`src/rtl/twoway_delay_est.sv`:
```
module twoway_delay_est #(
  parameter int TS_W         = 64,
  parameter int CORR_W       = 32,
  parameter int WIN_LOG2_MAX = 10,
  localparam int DW    = TS_W + 2,
  localparam int MW    = TS_W + 1,
  localparam int CNT_W = WIN_LOG2_MAX + 1,
  localparam int LW    = $clog2(WIN_LOG2_MAX + 1),
  localparam int SUM_W = MW + WIN_LOG2_MAX
) (
  input  logic                  clk,
  input  logic                  rst_n,
  input  logic                  ts_valid,
  input  logic [TS_W-1:0]       ts_t1,
  input  logic [TS_W-1:0]       ts_t2,
  input  logic [TS_W-1:0]       ts_t3,
  input  logic [TS_W-1:0]       ts_t4,
  input  logic [CORR_W-1:0]     cfg_fixed_tx,
  input  logic [CORR_W-1:0]     cfg_fixed_rx,
  input  logic [CORR_W-1:0]     cfg_asym,
  input  logic [LW-1:0]         cfg_win_log2,
  input  logic [CNT_W-1:0]      cfg_min_good,
  input  logic [MW-1:0]         cfg_jitter_max,
  output logic                  s_valid,
  output logic                  s_good,
  output logic signed [DW-1:0]  s_rtt,
  output logic signed [DW-1:0]  s_one_way,
  output logic signed [DW-1:0]  s_offset,
  output logic                  win_done,
  output logic                  win_valid,
  output logic [CNT_W-1:0]      win_count,
  output logic [MW-1:0]         win_mean,
  output logic [MW-1:0]         win_min,
  output logic [MW-1:0]         win_max,
  output logic [MW-1:0]         win_spread
);

  logic signed [DW-1:0] d41, d32, d21, rtt, ftx, frx, asym, corr, one_way, offset;

  assign d41  = $signed({2'b00, ts_t4}) - $signed({2'b00, ts_t1});
  assign d32  = $signed({2'b00, ts_t3}) - $signed({2'b00, ts_t2});
  assign d21  = $signed({2'b00, ts_t2}) - $signed({2'b00, ts_t1});
  assign rtt  = d41 - d32;
  assign ftx  = $signed({{(DW-CORR_W){1'b0}}, cfg_fixed_tx});
  assign frx  = $signed({{(DW-CORR_W){1'b0}}, cfg_fixed_rx});
  assign asym = $signed({{(DW-CORR_W){cfg_asym[CORR_W-1]}}, cfg_asym});
  assign corr = rtt - ftx - frx - asym;
  assign one_way = corr >>> 1;
  assign offset  = d21 - one_way - ftx - asym;

  logic          good;
  logic [MW-1:0] rtt_u;
  logic [CNT_W-1:0] win_len;

  assign good    = ~rtt[DW-1];
  assign rtt_u   = rtt[MW-1:0];
  assign win_len = CNT_W'(1) << cfg_win_log2;

  logic             closing;
  logic [CNT_W-1:0] cnt_all, cnt_good;
  logic [SUM_W-1:0] acc_sum;
  logic [MW-1:0]    acc_min, acc_max;

  logic [CNT_W-1:0] b_all, b_good, n_all, n_good;
  logic [SUM_W-1:0] b_sum, n_sum;
  logic [MW-1:0]    b_min, b_max, n_min, n_max;

  always_comb begin
    b_all  = closing ? '0 : cnt_all;
    b_good = closing ? '0 : cnt_good;
    b_sum  = closing ? '0 : acc_sum;
    b_min  = closing ? '1 : acc_min;
    b_max  = closing ? '0 : acc_max;
    n_all  = b_all;
    n_good = b_good;
    n_sum  = b_sum;
    n_min  = b_min;
    n_max  = b_max;
    if (ts_valid) begin
      n_all = b_all + CNT_W'(1);
      if (good) begin
        n_good = b_good + CNT_W'(1);
        n_sum  = b_sum + SUM_W'(rtt_u);
        if (rtt_u < b_min) n_min = rtt_u;
        if (rtt_u > b_max) n_max = rtt_u;
      end
    end
  end

  logic [MW-1:0] cur_spread, cur_mean;
  logic          cur_ok;

  assign cur_spread = (cnt_good == '0) ? '0 : acc_max - acc_min;
  assign cur_mean   = MW'(acc_sum >> cfg_win_log2);
  assign cur_ok     = (cnt_good != '0) && (cnt_good >= cfg_min_good) &&
                      (cur_spread <= cfg_jitter_max);

  always_ff @(posedge clk) begin
    if (!rst_n) begin
      s_valid    <= 1'b0;
      s_good     <= 1'b0;
      s_rtt      <= '0;
      s_one_way  <= '0;
      s_offset   <= '0;
      closing    <= 1'b0;
      cnt_all    <= '0;
      cnt_good   <= '0;
      acc_sum    <= '0;
      acc_min    <= '1;
      acc_max    <= '0;
      win_done   <= 1'b0;
      win_valid  <= 1'b0;
      win_count  <= '0;
      win_mean   <= '0;
      win_min    <= '0;
      win_max    <= '0;
      win_spread <= '0;
    end else begin
      s_valid <= ts_valid;
      if (ts_valid) begin
        s_good    <= good;
        s_rtt     <= rtt;
        s_one_way <= one_way;
        s_offset  <= offset;
      end
      closing  <= ts_valid && (n_all == win_len);
      cnt_all  <= n_all;
      cnt_good <= n_good;
      acc_sum  <= n_sum;
      acc_min  <= n_min;
      acc_max  <= n_max;
      win_done <= closing;
      if (closing) begin
        win_valid  <= cur_ok;
        win_count  <= cnt_good;
        win_mean   <= cur_mean;
        win_min    <= (cnt_good == '0) ? '0 : acc_min;
        win_max    <= acc_max;
        win_spread <= cur_spread;
      end
    end
  end

  p_sample_latency_r1: assert property (@(posedge clk) disable iff (!rst_n)
    ts_valid |=> s_valid);

  p_done_after_sample_r5: assert property (@(posedge clk) disable iff (!rst_n)
    win_done |-> $past(s_valid));

  p_count_bound_r4: assert property (@(posedge clk) disable iff (!rst_n)
    win_done |-> win_count <= win_len);

  p_min_le_max_r7: assert property (@(posedge clk) disable iff (!rst_n)
    (win_done && win_count != '0) |-> win_min <= win_max);

  p_mean_inside_r7: assert property (@(posedge clk) disable iff (!rst_n)
    (win_done && win_count == win_len) |-> (win_mean >= win_min && win_mean <= win_max));

  p_empty_window_r7: assert property (@(posedge clk) disable iff (!rst_n)
    (win_done && win_count == '0) |-> (win_spread == '0 && !win_valid));

  p_valid_needs_count_r8: assert property (@(posedge clk) disable iff (!rst_n)
    (win_done && win_valid) |-> (win_count >= cfg_min_good));

  p_valid_needs_spread_r9: assert property (@(posedge clk) disable iff (!rst_n)
    (win_done && win_valid) |-> (win_spread <= cfg_jitter_max));

endmodule

```
`config.mk`:
```
export PLATFORM = sky130hd
export DESIGN_NAME = twoway_delay_est
export DESIGN_NICKNAME = d
export VERILOG_FILES = /design/src/rtl/twoway_delay_est.sv
export SDC_FILE = /design/constraint.sdc
export NUM_CORES = 2
export LEC_CHECK = 0
export BUFFER_PORTS_ARGS = -buffer_cell sky130_fd_sc_hd__buf_2
export CORE_ASPECT_RATIO = 0.8
export CORE_MARGIN = 2
export CORE_UTILIZATION = 37
export CTS_CLUSTER_SIZE = 28
export DETAILED_ROUTE_END_ITERATION = 7
export PLACE_DENSITY = 0.66
export SYNTH_ARGS = -nofsm -noshare
export SYNTH_HDL_FRONTEND = slang
export SYNTH_SLANG_ARGS = --single-unit
```
`constraint.sdc`:
```
create_clock -name clk -period 28.5 [get_ports clk]
set_input_delay 2.85 -clock clk [delete_from_list [all_inputs] [get_ports clk]]
set_output_delay 2.85 -clock clk [all_outputs]
set_load 0.005 [all_outputs]
```
==> results.cfg <==
[placement]
routabilityCongestion = 0.9888
pre_cts_slack_ns = 11.83
dpl-instance-area_sq_um = 73310
dp_hpwl_mm = 224.4
io_buffers = 907
post-place-cells = 11367

[setup_path]
path_max_fanout = 7
path_common_cell = o21ai_0
crit_slowest_cell = o41ai_1
critPathArrivalTime_ns = 16.75
worstSetupStartpointType = input port
path_class = in -> reg
r2r_cells = 28
required_ns = 29.06
cpPeakStageDelay_ns = 0.71
setup.worst_path.end_class = flip-flop

[clock_network]
clk_pin_slew_worst_paths_ns = 0.06
clock-root-buffer = clkbuf_16
postCtsHoldBufs = 0
cts_buffers = 88
cts_repair_resize_count = 0
htree_num_levels = 3
cts_max_path_buffers = 3
cts.sinks = 700
clock_latency_ns = 0.74
cts_setup_buffers = 0
cts_tree = yes

[cells_and_area]
reg_top3 = acc_sum x75, s_offset x66, s_rtt x66
multi_input_area_sq_um = 48330
layout.area.seq_sq_um = 14020
n_fill_cell = 17928
stdcell_area_sq_um = 76490
area_growth_pct = 15.46
top_register = acc_sum
mostFrequentLayoutCells = buf_2 (902), nor2_1 (777), ha_1 (726)
final_cell_count_no_fill = 11548
drive_above_1_share = 0.1471
fin_nets = 10404
largest_reg_flops = 75
final_common_cell = buf_2

[routing]
num_vias = 65197
dr.first_iter.drc_count = 6090
wl_mm = 276.1
drc = 0
vias_per_cell = 5.646
drt-pass1-iter-count = 6
routedWlPerCell_um = 23.91
ant_nets = 0

[timing]
fmax_ghz = 0.06177
period_share = 0.5681
tns_ns = 0
slew_viol_final = 0
final.min_clock_period_ns = 16.19
setup_violations = 0
relSlewSlack = 0.2204
fin_skew_ns = 0.03451
fin_ws_ns = 12.31
worst_pin_slew_ns = 1.161
hold_viol_final = 0
rsz0062_at_grt = false

[global_route]
grt_pass1_wl_mm = 403.9
first_global_vias = 62072
grt.overflow.total = 0
grt_max_degree = 158
antenna_found_initial = 20
grt_use_total = 0.2904

[logic_synthesis]
yosys.area_share.simple = 0.1800
ys.flop_type = dfxtp_1
synth-edff-count = 0
syn-instance-count = 8357
synth_top_family_by_area = compound AO/OA/AOI/OAI gates
synth_warnings = 0
synth_area_sq_um = 66250
yosys.area_share.adder = 0.1903
synthXorXnorAreaFrac = 0.07264
async_flop_share = 0
syn_avg_cell_area_sq_um = 7.927
ys_seq_area_frac = 0.2115
synth_seq_cells = 700
syn_nets = 9684
synth.area.mux_share = 0.07001
synth_compound_area_frac = 0.2137
synth.distinct_cells = 100

[status]
status = finished, final reports clean

[floorplanning]
ios = 908
core_sq_um = 177300
dieArea_sq_um = 182500
die_x_um = 477.1
initial_core_util = 0.3736
rows = 138
die_h_um = 382.5

[worst_hold_path]
holdPathStages = 2
hp-class = reg -> reg

[job]
drv_cap = 0
-- cell families after synthesis --
family,Yosys count
AO/OA/AOI/OAI,2194
XOR/XNOR,542
adder cells (fa/ha/maj),912
buffers and inverters,1078
flip-flops,700
multiplexers,388
AND/OR/NAND/NOR,2543
-- final timing paths --
kind / startpoint / end / slack [ns]
worst min-delay path: win_min[2] / win_min[2] / 0.45
worst max-delay path: ts_t1[1] / s_offset[63] / 12.31
worst max register to register: acc_min[0] / win_valid / 17.78
worst min register to register: win_min[2] / win_min[2] / 0.45
-- layer usage --
metal	track usage	part of all wire	vias to the layer above
li1	-	-	30826
met1	0.4173	0.47	31440
met2	0.4364	0.42	2560
met3	0.04726	0.075	369
met4	0.1001	0.040	2
met5	0	0.000051	-
-- layout make-up --
class,count,area share
inverter,711,0.03507
antenna,16,0.0005234
clock inverter,51,0.009176
multi-input combinational,6579,0.6318
clock buffer,114,0.03190
tap,2380,0.03893
sequential,700,0.1833
timing repair buffer,997,0.06931
-- stage by stage --
stage	utilization	hold slack, ns
finish	0.4314	0.4459
global route	0.4312	0.4635
CTS	0.4311	0.4505
detailed placement	0.4134	0.4364
global placement	0.4134	0.4337
floorplan	-	0.4487
-- synth_stat cells (196+ instances only) --
cell	n	area, sq um
nand2_1	705	2646
a21oi_1	641	3208
o21ai_0	466	2332
dfxtp_1	700	14010
xnor2_1	339	2969
clkbuf_1	286	1074
xor2_1	196	1717
inv_1	701	2631
nor2b_1	220	1376
nor2_1	779	2924
mux2i_1	307	3073
a21o_1	339	2545
ha_1	726	9084
-- worst max-delay path: cells and delay by family --
kind            cells  cell delay (ns)
compound gates     25             7.51
fa+ha+maj           7             2.87
simple gates       15             1.92
xor+xnor            4             1.23
buf+inv             3             0.24
mux                 1             0.13
Power is not shown: default switching activity piles up to over one toggle a cycle in this logic, so the estimate is an artifact.
